==> config.mk <==
export PLATFORM = sky130hd
export DESIGN_NAME = photo_conv_seq
export DESIGN_NICKNAME = d
export VERILOG_FILES = /design/src/rtl/pcs_pkg.sv /design/src/rtl/pcs_sat_cnt.sv /design/src/rtl/pcs_period_end.sv /design/src/rtl/pcs_combine.sv /design/src/rtl/photo_conv_seq.sv
export SDC_FILE = /design/constraint.sdc
export NUM_CORES = 1
export LEC_CHECK = 0
export BUFFER_PORTS_ARGS = -buffer_cell sky130_fd_sc_hd__buf_2
export CAP_MARGIN = 40
export CORE_UTILIZATION = 45
export DETAILED_ROUTE_END_ITERATION = 8
export HOLD_SLACK_MARGIN = 0.05
export PLACE_DENSITY_LB_ADDON = 0.25
export SETUP_SLACK_MARGIN = 0.5
export SLEW_MARGIN = 5
export SYNTH_ARGS = -nofsm -noshare
export SYNTH_HDL_FRONTEND = slang
export SYNTH_SLANG_ARGS = --single-unit
export TNS_END_PERCENT = 5
==> constraint.sdc <==
create_clock -name clk -period 6.75 [get_ports clk]
set_input_delay 1.35 -clock clk [delete_from_list [all_inputs] [get_ports clk]]
set_output_delay 1.35 -clock clk [all_outputs]
set_load 0.005 [all_outputs]
==> src/rtl/pcs_pkg.sv <==
package pcs_pkg;
  typedef enum logic [1:0] {
    ST_START = 2'd0,
    ST_ARM   = 2'd1,
    ST_RUN   = 2'd2
  } pcs_state_t;

  localparam logic [1:0] MODE_CH2  = 2'b10;
  localparam logic [1:0] MODE_DIFF = 2'b11;
endpackage

==> src/rtl/pcs_sat_cnt.sv <==
module pcs_sat_cnt #(
  parameter int W = 16
) (
  input  logic         clk,
  input  logic         rst_n,
  input  logic         clr,
  input  logic         inc,
  output logic [W-1:0] cnt,
  output logic [W-1:0] nxt
);
  localparam logic [W-1:0] MAXV = '1;

  always_comb begin
    nxt = cnt;
    if (inc && (cnt != MAXV)) nxt = cnt + W'(1);
  end

  always_ff @(posedge clk or negedge rst_n) begin
    if (!rst_n)          cnt <= '0;
    else if (clr)        cnt <= '0;
    else if (inc)        cnt <= nxt;
  end

  // a full counter stays full
  assert_no_overflow_R8: assert property (@(posedge clk) disable iff (!rst_n)
    (cnt == MAXV && inc && !clr) |=> (cnt == MAXV));
endmodule

==> src/rtl/pcs_period_end.sv <==
module pcs_period_end #(
  parameter int W    = 16,
  parameter int STEP = 4
) (
  input  logic         ext_mode,
  input  logic         sync_stb,
  input  logic         osc_tick,
  input  logic [1:0]   res,
  input  logic [W-1:0] tick_cnt,
  output logic         end_evt
);
  logic [W-1:0] lim_tab [4];

  for (genvar g = 0; g < 4; g++) begin : g_lim
    localparam logic [W:0] SPAN = (W+1)'(1) << (STEP * (g + 1));
    assign lim_tab[g] = SPAN[W-1:0] - W'(1);
  end

  always_comb begin
    if (ext_mode) end_evt = sync_stb;
    else          end_evt = osc_tick && (tick_cnt == lim_tab[res]);
  end
endmodule

==> src/rtl/pcs_combine.sv <==
module pcs_combine #(
  parameter int W = 16
) (
  input  logic         diff_mode,
  input  logic [W-1:0] first_cnt,
  input  logic [W-1:0] last_cnt,
  output logic [W-1:0] value
);
  always_comb begin
    if (!diff_mode)                 value = last_cnt;
    else if (first_cnt > last_cnt)  value = first_cnt - last_cnt;
    else                            value = '0;
  end
endmodule

==> src/rtl/photo_conv_seq.sv <==
module photo_conv_seq
  import pcs_pkg::*;
#(
  parameter int CNT_W    = 16,
  parameter int RES_STEP = 4
) (
  input  logic             clk,
  input  logic             rst_n,
  input  logic             osc_tick,
  input  logic             mod_pulse,
  input  logic [1:0]       mode_sel,
  input  logic [1:0]       res_sel,
  input  logic [1:0]       range_sel,
  input  logic             ext_timing,
  input  logic             sync_stb,
  output logic             chan_sel,
  output logic [1:0]       range_code,
  output logic [CNT_W-1:0] result,
  output logic [CNT_W-1:0] timer,
  output logic             done
);
  pcs_state_t       st_q, st_d;
  logic             ext_q, ext_d;
  logic [1:0]       mode_q, mode_d, res_q, res_d, rng_q, rng_d;
  logic             phase_q, phase_d, chan_q, chan_d, done_q, done_d;
  logic [CNT_W-1:0] hold_q, hold_d, result_q, result_d, timer_q, timer_d;

  logic             abort, in_run, end_evt, ph_end, diff_mode, last_phase;
  logic             finish, load, cnt_clr;
  logic [CNT_W-1:0] pulse_cnt, pulse_nxt, tick_cnt, tick_nxt, comb_y;

  assign in_run     = (st_q == ST_RUN);
  assign abort      = (st_q != ST_START) && (ext_timing != ext_q);
  assign diff_mode  = (mode_q == MODE_DIFF);
  assign last_phase = !diff_mode || phase_q;
  assign ph_end     = in_run && !abort && end_evt;
  assign finish     = ph_end && last_phase;
  assign load       = (st_q == ST_START) ||
                      ((st_q == ST_ARM) && !abort && sync_stb) || finish;
  assign cnt_clr    = !in_run || abort || ph_end;

  pcs_sat_cnt #(.W(CNT_W)) u_pulse_cnt (
    .clk(clk), .rst_n(rst_n), .clr(cnt_clr), .inc(mod_pulse),
    .cnt(pulse_cnt), .nxt(pulse_nxt)
  );

  pcs_sat_cnt #(.W(CNT_W)) u_tick_cnt (
    .clk(clk), .rst_n(rst_n), .clr(cnt_clr), .inc(osc_tick),
    .cnt(tick_cnt), .nxt(tick_nxt)
  );

  pcs_period_end #(.W(CNT_W), .STEP(RES_STEP)) u_period_end (
    .ext_mode(ext_q), .sync_stb(sync_stb), .osc_tick(osc_tick),
    .res(res_q), .tick_cnt(tick_cnt), .end_evt(end_evt)
  );

  pcs_combine #(.W(CNT_W)) u_combine (
    .diff_mode(diff_mode), .first_cnt(hold_q), .last_cnt(pulse_nxt),
    .value(comb_y)
  );

  // next-state logic
  always_comb begin
    st_d     = st_q;
    ext_d    = ext_q;
    mode_d   = mode_q;
    res_d    = res_q;
    rng_d    = rng_q;
    phase_d  = phase_q;
    chan_d   = chan_q;
    hold_d   = hold_q;
    result_d = result_q;
    timer_d  = timer_q;
    done_d   = 1'b0;
    case (st_q)
      ST_START: begin
        ext_d = ext_timing;
        st_d  = ext_timing ? ST_ARM : ST_RUN;
      end
      ST_ARM: begin
        if (abort)         st_d = ST_START;
        else if (sync_stb) st_d = ST_RUN;
      end
      ST_RUN: begin
        if (abort) st_d = ST_START;
      end
      default: st_d = ST_START;
    endcase
    if (ph_end && !last_phase) begin
      hold_d  = pulse_nxt;
      phase_d = 1'b1;
      chan_d  = 1'b1;
    end
    if (finish) begin
      result_d = comb_y;
      timer_d  = tick_nxt;
      done_d   = 1'b1;
    end
    if (load) begin
      mode_d  = mode_sel;
      res_d   = res_sel;
      rng_d   = range_sel;
      phase_d = 1'b0;
      chan_d  = (mode_sel == MODE_CH2);
    end
  end

  // registers
  always_ff @(posedge clk or negedge rst_n) begin
    if (!rst_n) begin
      st_q     <= ST_START;
      ext_q    <= 1'b0;
      mode_q   <= '0;
      res_q    <= '0;
      rng_q    <= '0;
      phase_q  <= 1'b0;
      chan_q   <= 1'b0;
      hold_q   <= '0;
      result_q <= '0;
      timer_q  <= '0;
      done_q   <= 1'b0;
    end else begin
      st_q    <= st_d;
      ext_q   <= ext_d;
      phase_q <= phase_d;
      chan_q  <= chan_d;
      done_q  <= done_d;
      hold_q  <= hold_d;
      if (load) begin
        mode_q <= mode_d;
        res_q  <= res_d;
        rng_q  <= rng_d;
      end
      if (finish) begin
        result_q <= result_d;
        timer_q  <= timer_d;
      end
    end
  end

  assign chan_sel   = chan_q;
  assign range_code = rng_q;
  assign result     = result_q;
  assign timer      = timer_q;
  assign done       = done_q;

  // published values move only with done
  assert_hold_between_done_R9: assert property (@(posedge clk) disable iff (!rst_n)
    !done_q |-> ($stable(result_q) && $stable(timer_q)));

  // second channel only selected in its own mode/phase
  assert_chan_map_R3: assert property (@(posedge clk) disable iff (!rst_n)
    chan_q |-> ((mode_q == MODE_CH2) || ((mode_q == MODE_DIFF) && phase_q)));

  // range moves only at a conversion start
  assert_range_frozen_R10: assert property (@(posedge clk) disable iff (!rst_n)
    !$stable(rng_q) |-> $past(load));

  // an armed block never publishes on the next edge
  assert_arm_no_done_R7: assert property (@(posedge clk) disable iff (!rst_n)
    (st_q == ST_ARM) |=> !done_q);
endmodule

==> results of run 1 <==
final cells by class:
class,count,area (sq um)
Fill cell,1009,5270
Tap cell,140,175
Multi-Input combinational cell,390,2560
Clock inverter,7,105
Timing Repair Buffer,52,283
Clock buffer,9,124
Sequential cell,92,2300
Inverter,16,60.1
logic make-up after synthesis:
group                      after synthesis  synth area share [%]
and+or+nand+nor                        193                  18.9
AOI/OAI and AO/OA                      122                  17.2
DFF                                     92                  45.7
xor gates and xnor gates                46                  8.00
buffers and inverters                   38                  3.38
adders and majority gates               19                  4.72
muxes                                   10                  2.14
cells in the final DEF, fill, tap and decap left out, types with 3 or more instances in the layout:
master | netlist | routed
clkbuf_8 | 0 | 9
ha_1 | 15 | 15
dfrtp_1 | 92 | 92
o22ai_1 | 3 | 3
nor3_1 | 9 | 9
nand2b_1 | 3 | 3
a31oi_1 | 5 | 5
nor2_1 | 58 | 58
o311ai_0 | 3 | 3
buf_4 | 0 | 5
a21oi_1 | 18 | 18
and3_1 | 6 | 6
xor2_1 | 27 | 27
o221ai_2 | 8 | 8
inv_1 | 16 | 16
buf_2 | 3 | 46
xnor2_1 | 19 | 19
maj3_1 | 3 | 3
nand4_1 | 9 | 9
o21a_1 | 17 | 17
o21ai_0 | 39 | 39
nor2b_1 | 5 | 5
a21o_1 | 4 | 4
nand3_1 | 17 | 17
or3_1 | 4 | 4
mux2_2 | 6 | 6
nand2_1 | 56 | 56
inv_6 | 0 | 3
mux2i_1 | 4 | 4
o211ai_1 | 3 | 3
o221ai_1 | 7 | 7
and2_1 | 6 | 6
or2_2 | 3 | 4
worst max path at each step:
stage          slack, ps        end          startpoint
2_1_floorplan       1720  result[5]           mod_pulse
3_3_place_gp        1070  result[0]           mod_pulse
3_5_place_dp         920  result[5]           mod_pulse
4_1_cts              930  result[5]  u_pulse_cnt.cnt[0]
5_1_grt              790  result[0]  u_pulse_cnt.cnt[0]
6_report            1210  result[5]  u_pulse_cnt.cnt[0]
per-layer routing:
| layer | wire length [um] | share of wire [%] | GRT usage, % |
|---|---|---|---|
| met1 | 5300 | 47 | 28.8 |
| met2 | 5450 | 48 | 34.6 |
| met3 | 432 | 3.8 | 2.85 |
| met4 | 143 | 1.3 | 7.05 |
| met5 | 0 | 0 | 0 |
timing repair:
item,CTS,global route
buffers inserted,0,0
endpoints found under the setup margin,0,3
resized for setup,0,1
worst max-delay path, cell delays in order, from the launching register on:
cell	delay, ps
dfrtp_1	400
ha_1	290
nand3_1	130
nor4_1	570
nand2b_1	290
nor2_1	80
xnor2_1	390
ha_1	330
nor2b_1	170
mux2i_1	130
o311ai_0	170
or3_1	440
a221o_1	350
and2_4	170
a221o_2	420
a311oi_2	290
or2_2	460
o221ai_1	230
o21a_1	140
through the flow:
stage               instances  hold slack (ps)
floorplan                 520              442
global placement          689              454
detailed placement        690              463
CTS                       706              485
global route              706              507
finish                    706              480
power groups by stage:
stage / clock (mW) / combinational (mW) / sequential (mW)
finish: 0.433 / 0.476 / 0.703
global route: 0.465 / 0.528 / 0.716
CTS: 0.442 / 0.480 / 0.705
detailed placement: 0 / 0.478 / 0.716
global placement: 0 / 0.466 / 0.710
floorplan: 0 / 0.341 / 0.703
state kept, by name (all words and copies together), names as in the netlist:
name,flops
phase_q,1
result,16
u_tick_cnt.cnt,16
st_q,2
timer,16
range_code,2
mode_q,2
chan_sel,1
u_pulse_cnt.cnt,16
ext_q,1
done,1
hold_q,16
res_q,2
==> impl_metrics.env, run 1 <==
export IMPL_synth_area_leader_cell="dfrtp_1"
export IMPL_post_dp_cell_area_sq_mm=0.00539
export IMPL_post_place_ws_ps=917
export IMPL_core_area_sq_mm=0.0109
export IMPL_reg2reg_from="u_pulse_cnt.cnt[0]"
export IMPL_clk_pin_slew_worst_paths_ps=90
export IMPL_synth_edff_count=0
export IMPL_cts_sinks=92
export IMPL_overflow=0
export IMPL_holdBufCountCts=0
export IMPL_grt_total_usage_pct=21.1
export IMPL_rsz0062_at_grt="false"
export IMPL_drive_gt1_share_pct=16.8
export IMPL_tightest_slew_ps=766
export IMPL_yosysMostFrequentCell="dfrtp_1"
export IMPL_hold_end="mode_q[0]"
export IMPL_start_util_pct=46.3
export IMPL_synth_cells=520
export IMPL_relSlewSlack_pct=48.9
export IMPL_hold_viol=0
export IMPL_vias_per_cell=5.59
export IMPL_die_area_sq_mm=0.0116
export IMPL_whs_path_depth=2
export IMPL_maxCapViolations=0
export IMPL_routed_wl_um=11300
export IMPL_startpoint_type="register"
export IMPL_io_pins=48
export IMPL_synth_seq_area_share_pct=45.7
export IMPL_final_area_sq_mm=0.00561
export IMPL_p_int_mw=1.06
export IMPL_cp_required_ps=7020
export IMPL_final_setup_skew_ps=11.1
export IMPL_first_pass_iters=4
export IMPL_syn_avg_cell_area_sq_um=9.69
export IMPL_cts_tree="done"
export IMPL_cts_root_buf="clkbuf_8"
export IMPL_dp_hpwl_um=8030
export IMPL_yosysUniqueCellTypes=58
export IMPL_grt_antenna_before_repair=0
export IMPL_path_class="reg -> reg"
export IMPL_rows=38
export IMPL_drcViolationCount=0
export IMPL_power_mw=1.61
export IMPL_p_sw_share_pct=34.2
export IMPL_synth_area_sq_mm=0.00504
export IMPL_post_route_util_pct=51.6
export IMPL_slew_viol_final=0
export IMPL_clock_latency_ps=370
export IMPL_fin_crit_sh_pct=82.1
export IMPL_portBuffers=47
export IMPL_crit_arrival_ps=5810
export IMPL_clockPowerShare_pct=26.9
export IMPL_vias=3944
export IMPL_ys_flop_type="dfrtp_1"
export IMPL_async_flop_share_pct=100
export IMPL_gp_congestion=0.848
export IMPL_fin_ws_ps=1210
export IMPL_drt_iter0_drc=276
export IMPL_clockBufferDepth=2
export IMPL_grt_max_degree=61
export IMPL_synth_top_cell_area_share_pct=45.7
export IMPL_diodes=0
export IMPL_status="finished, final reports clean"
export IMPL_synth_seq_cells=92
export IMPL_grt_first_pass_wirelength_um=19000
export IMPL_max_clock_freq_mhz=180
export IMPL_worstReg2RegEnd="result[5]"
export IMPL_power_density_mw_per_mm2=287
export IMPL_power_frac_seq_pct=43.6
export IMPL_peakVddDrop_mv=0.208
export IMPL_die_width_um=108
export IMPL_crit_path_max_fanout=14
export IMPL_tns_ps=0
export IMPL_r2r_setup_slack_ps=1210
export IMPL_p_sw_uw=552
export IMPL_grt_pass1_vias=3825
export IMPL_synth_fp_nets=548
export IMPL_wire_per_inst_um=16.0
export IMPL_p_leak_nw=2.52
export IMPL_hold_path_class="reg -> reg"
export IMPL_reg2reg_depth=18
export IMPL_cts_max_level=3
export IMPL_area_delta_synth_final_pct=11.5
export IMPL_ys_warn_count=0
export IMPL_fin_nets=589
export IMPL_cts_buffers_inserted=9
export IMPL_power_frac_comb_pct=29.5
export IMPL_yosys_top_cells_area="dfrtp_1, xor2_1, nor2_1"
export IMPL_fp_dieH_um=108
export IMPL_yosys_top_cells_count="dfrtp_1, nor2_1, nand2_1"
export IMPL_setup_viol=0
export IMPL_ant_nets=0
export IMPL_hp_start="mode_q[0]"
export IMPL_endpoint_kind="register"
export IMPL_period_minus_slack_ps=5540
(Power assumes the default switching activity.)
==> run 2, diff against run 1 <==
- ABC_AREA: not set -> 1
- clock period: 6.75 -> 5.25 ns (I/O delays scaled with it)
==> impl_metrics.env, run 2 <==
export IMPL_gp_congestion=0.966
export IMPL_p_leak_nw=3.20
export IMPL_crit_path_max_fanout=7
export IMPL_startpoint_type="register"
export IMPL_crit_arrival_ps=3920
export IMPL_period_minus_slack_ps=3650
export IMPL_die_width_um=113
export IMPL_routed_wl_um=13400
export IMPL_power_density_mw_per_mm2=425
export IMPL_wire_per_inst_um=14.4
export IMPL_slew_viol_final=0
export IMPL_path_class="reg -> reg"
export IMPL_cts_root_buf="clkbuf_16"
export IMPL_yosys_top_cells_area="dfrtp_1, nand2_1, inv_1"
export IMPL_yosys_top_cells_count="nand2_1, inv_1, dfrtp_1"
export IMPL_overflow=0
export IMPL_yosysUniqueCellTypes=40
export IMPL_rsz0062_at_grt="false"
export IMPL_ys_warn_count=0
export IMPL_cts_sinks=92
export IMPL_drcViolationCount=0
export IMPL_dp_hpwl_um=10000
export IMPL_io_pins=48
export IMPL_setup_viol=0
export IMPL_post_cts_buffers=0
export IMPL_cts_tree="done"
export IMPL_whs_ps=480
export IMPL_drt_iter0_drc=285
export IMPL_peakVddDrop_mv=0.220
export IMPL_vias=4802
export IMPL_clk_pin_slew_worst_paths_ps=70
export IMPL_cp_required_ps=5520
export IMPL_ant_nets=0
export IMPL_synth_fp_nets=763
export IMPL_hold_viol=0
export IMPL_final_setup_skew_ps=11.1
export IMPL_vias_per_cell=5.14
export IMPL_portBuffers=47
export IMPL_mostFrequentLayoutCells="nand2_1, inv_1, dfrtp_1"
export IMPL_core_area_sq_mm=0.0120
export IMPL_hold_path_class="reg -> reg"
export IMPL_cts_buffers_inserted=9
export IMPL_clock_latency_ps=360
export IMPL_grt_pass1_vias=4662
export IMPL_synth_area_leader_cell="dfrtp_1"
export IMPL_fp_dieH_um=113
export IMPL_synth_cells=735
export IMPL_async_flop_share_pct=100
export IMPL_maxCapViolations=0
export IMPL_synth_top_cell_area_share_pct=41.8
export IMPL_ctsResizeCount=0
export IMPL_drive_gt1_share_pct=16.3
export IMPL_relSlewSlack_pct=53.8
export IMPL_tns_ps=0
export IMPL_holdBufCountCts=0
export IMPL_clockBufferDepth=2
export IMPL_diodes=0
export IMPL_yosysMostFrequentCell="nand2_1"
export IMPL_first_pass_iters=5
export IMPL_rows=40
export IMPL_grt_total_usage_pct=23.0
export IMPL_status="finished, final reports clean"
export IMPL_synth_seq_area_share_pct=41.8
export IMPL_synth_edff_count=0
export IMPL_start_util_pct=46.1
export IMPL_area_delta_synth_final_pct=12.5
export IMPL_syn_avg_cell_area_sq_um=7.50
export IMPL_tightest_slew_ps=694
export IMPL_fin_crit_sh_pct=69.5
export IMPL_max_clock_freq_mhz=274
export IMPL_synth_area_sq_mm=0.00551
export IMPL_synth_seq_cells=92
export IMPL_final_common_cell="nand2_1"
export IMPL_ys_flop_type="dfrtp_1"
export IMPL_cts_max_level=3
export IMPL_fin_nets=810
export IMPL_grt_first_pass_wirelength_um=22800
export IMPL_die_area_sq_mm=0.0127
export IMPL_endpoint_kind="register"
export IMPL_grt_max_degree=49
export IMPL_grt_antenna_before_repair=0
-- run 2: changes by cell type after synthesis, moves of 7 or more --
cell / previous run / this run
nand2_1: 56 / 180
inv_1: 16 / 96
nor2_1: 58 / 87
nand3_1: 17 / 39
nand2_2: 0 / 17
or2_2: 3 / 18
xnor2_1: 19 / 8
o21a_1: 17 / 7
o21ai_0: 39 / 48
o221ai_2: 8 / 0
xor2_1: 27 / 19
o221ai_1: 7 / 0
-- run 2: path summary, 6_finish.rpt --
| check | start | end | slack [ps] | cells past startpoint |
|---|---|---|---|---|
| max | u_pulse_cnt.cnt[1] | result[15] | 1600 | 24 |
| min | range_code[1] | range_code[1] | 480 | 2 |
| max reg2reg | u_pulse_cnt.cnt[1] | result[15] | 1600 | 24 |
| min reg2reg | range_code[1] | range_code[1] | 480 | 2 |
| max in group asynchronous | rst_n | hold_q[12] | 3510 | 2 |
| min in group asynchronous | rst_n | u_pulse_cnt.cnt[1] | 710 | 1 |
-- run 2: cells by family (layout without fill, tap and decap cells) --
kind of cell / count (synthesis) / count (layout) / share of synthesized area (%)
AOI/OAI and AO/OA: 94 / 94 / 9.53
xor gates and xnor gates: 27 / 27 / 4.29
adders and majority gates: 16 / 16 / 3.77
buffers and inverters: 118 / 170 / 8.40
DFF: 92 / 92 / 41.8
muxes: 1 / 1 / 0.182
and+or+nand+nor: 387 / 387 / 32.1
-- run 2: area by class of cell --
class	count	area (sq um)
timing repair buffer	50	260
clock buffer	9	225
multi-input combinational	525	2750
fill	1163	5760
tap	147	184
sequential	92	2300
clock inverter	7	85.1
inverter	104	397
-- run 2: metrics by stage --
step                area [sq um]  instances  power (mW)  setup slack [ps]  util [%]
finish                      6200        934        2.64              1600      51.8
global route                6200        934        2.83              1260      51.8
CTS                         6200        934        2.66              1630      51.8
detailed placement          5890        918        1.96              1340      49.2
global placement            5890        918        1.94              1400      49.2
floorplan                   5510        735        1.65              2010         -
-- run 2: metal layers --
metal  vias up  part of all wire [%]  global-route usage (%)
li1       2409                     -                       -
met1      2242                    48                    31.1
met2       121                    45                    36.2
met3        30                   4.9                    4.32
met4         0                   2.4                    9.96
met5         -                     0                       0
-- run 2: critical path, cell delays in order (launching register included) --
cell and delay (ps):
dfrtp_1 410, ha_1 220, nand2_1 100, nor2_2 50, nand2_2 110, clkinv_4 70, nand2_2 150, nand3_1 190
inv_1 180, nand2_1 110, nor3_1 140, nor2_1 60, a21oi_1 130, inv_1 100, ha_1 370, nand2_1 130
nor3_1 270, inv_1 80, nor3_1 170, nand3_1 150, nand2_1 90, nand2_1 50, nand2_1 50, nand2_1 60
a21boi_1 120
-- run 2: power breakdown --
part / total [mW] / internal, mW / switching [mW] / leakage [nW]
combinational: 1.02 / 0.366 / 0.655 / 1.84
clock: 0.685 / 0.377 / 0.309 / 0.149
sequential: 0.932 / 0.849 / 0.0830 / 1.21
==> run 3, diff against run 2 <==
- clock period: 5.25 -> 3.5 ns (I/O delays scaled with it)
==> impl_metrics.env, run 3 (synthesized netlist as in run 2, its figures left out) <==
export IMPL_cts_buffers_inserted=9
export IMPL_portBuffers=47
export IMPL_mostFrequentLayoutCells="nand2_1, inv_1, dfrtp_1"
export IMPL_tns_ps=0
export IMPL_tightest_slew_ps=777
export IMPL_drive_gt1_share_pct=25.4
export IMPL_fin_nets=838
export IMPL_power_density_mw_per_mm2=590
export IMPL_fin_ws_ps=502
export IMPL_holdBufCountCts=0
export IMPL_drt_iter0_drc=277
export IMPL_routed_wl_um=13800
export IMPL_reg2reg_from="u_pulse_cnt.cnt[1]"
export IMPL_path_class="reg -> reg"
export IMPL_p_leak_nw=3.41
export IMPL_grt_first_pass_wirelength_um=23200
export IMPL_endpoint_kind="register"
export IMPL_wire_per_inst_um=14.3
export IMPL_maxCapViolations=0
export IMPL_crit_path_max_fanout=6
export IMPL_final_setup_skew_ps=13.2
export IMPL_vias_per_cell=5.15
export IMPL_dp_hpwl_um=9710
export IMPL_cts_sinks=92
export IMPL_fp_dieH_um=113
export IMPL_hold_path_class="in -> async"
export IMPL_reg2reg_depth=19
export IMPL_startpoint_type="register"
export IMPL_first_pass_iters=5
export IMPL_area_delta_synth_final_pct=21.5
export IMPL_overflow=0
export IMPL_grt_total_usage_pct=23.3
export IMPL_setup_viol=0
export IMPL_period_minus_slack_ps=3000
export IMPL_cts_tree="done"
export IMPL_cts_root_buf="clkbuf_16"
export IMPL_max_clock_freq_mhz=334
export IMPL_vias=4957
export IMPL_peakVddDrop_mv=0.361
export IMPL_grt_pass1_vias=4801
export IMPL_grt_antenna_before_repair=0
export IMPL_clk_pin_slew_worst_paths_ps=70
export IMPL_core_area_sq_mm=0.0120
export IMPL_final_area_sq_mm=0.00670
export IMPL_drcViolationCount=0
export IMPL_relSlewSlack_pct=48.2
export IMPL_clock_latency_ps=360
export IMPL_gp_congestion=0.958
export IMPL_die_area_sq_mm=0.0127
export IMPL_power_mw=3.95
export IMPL_worstReg2RegEnd="result[9]"
export IMPL_hold_viol=0
export IMPL_io_pins=48
export IMPL_ant_nets=0
export IMPL_rows=40
export IMPL_rsz0062_at_grt="true"
export IMPL_status="finished, final reports clean"
export IMPL_die_width_um=113
export IMPL_fin_crit_sh_pct=85.7
export IMPL_cp_required_ps=3740
export IMPL_diodes=0
export IMPL_r2r_setup_slack_ps=500
export IMPL_post_dp_cell_area_sq_mm=0.00594
export IMPL_final_common_cell="nand2_1"
export IMPL_start_util_pct=46.1
export IMPL_cts_max_level=3
export IMPL_crit_arrival_ps=3240
export IMPL_grt_max_degree=45
export IMPL_clockBufferDepth=2
export IMPL_post_place_ws_ps=72.9
export IMPL_slew_viol_final=0
run 3: changes by cell type in the layout (fill, tap and decap cells not counted), moves of 5 or more:
cell,previous run,this run
buf_4,4,31
ha_1,15,8
inv_1,96,91
nand2_1,180,171
nand2_2,17,22
nor2_1,87,80
nor3_1,9,3
run 3: report_power, final:
group          internal, mW  switching, mW
Combinational         0.608           1.03
Sequential             1.27          0.125
Clock                 0.485          0.431
run 3: final cells by class:
cell class	count	area [sq um]
fillers	1101	5270
multi-input cells	526	3070
flip-flops and latches	92	2300
repair buffers	77	463
inverters	104	402
clock buffers	11	233
well taps	147	184
clock inverters	5	37.5
run 3: worst max path at each step:
stage,cells past startpoint,to,slack (ps),start
after floorplan,23,result[0],520,u_pulse_cnt.cnt[0]
after global placement,21,result[15],130,mod_pulse
after detailed placement,21,result[15],70,mod_pulse
after CTS,20,result[2],500,u_pulse_cnt.cnt[1]
after global routing,21,result[2],280,u_pulse_cnt.cnt[0]
final,19,result[9],500,u_pulse_cnt.cnt[1]
run 3: per-stage QoR:
step                hold slack [ps]  std cells  utilization, %
floorplan                       404        735               -
global placement                455        924            49.7
detailed placement              467        924            49.7
CTS                             364        958            54.7
global route                    402        962            56.0
finish                          351        962            56.0
run 3: timing repair:
item                       in CTS  in global routing
setup endpoints to repair      16                 16
buffers inserted               17                  4
gates resized for setup        43                 31
pin swaps                      22                 19
gates cloned                    1                  0
run 3: per-layer routing:
layer,vias to the layer above,global-route usage (%),part of all wire (%)
li1,2463,-,-
met1,2347,32.0,47
met2,124,37.2,46
met3,23,3.08,4.4
met4,0,10.1,2.5
met5,-,0,0
run 3: critical path, stage by stage, from the launching register on:
cell and delay, ps:
dfrtp_1 370, ha_2 200, nand2_2 70, nor2_4 110, nand2_4 80, clkinv_4 70, nand3_2 100, inv_2 80
nand3_2 100, nor3_4 220, xor2_2 200, ha_1 280, inv_2 160, nor3_4 70, buf_4 140, a21oi_4 160
nand2_4 120, nand2_4 130, nor2_1 60, o21a_1 160
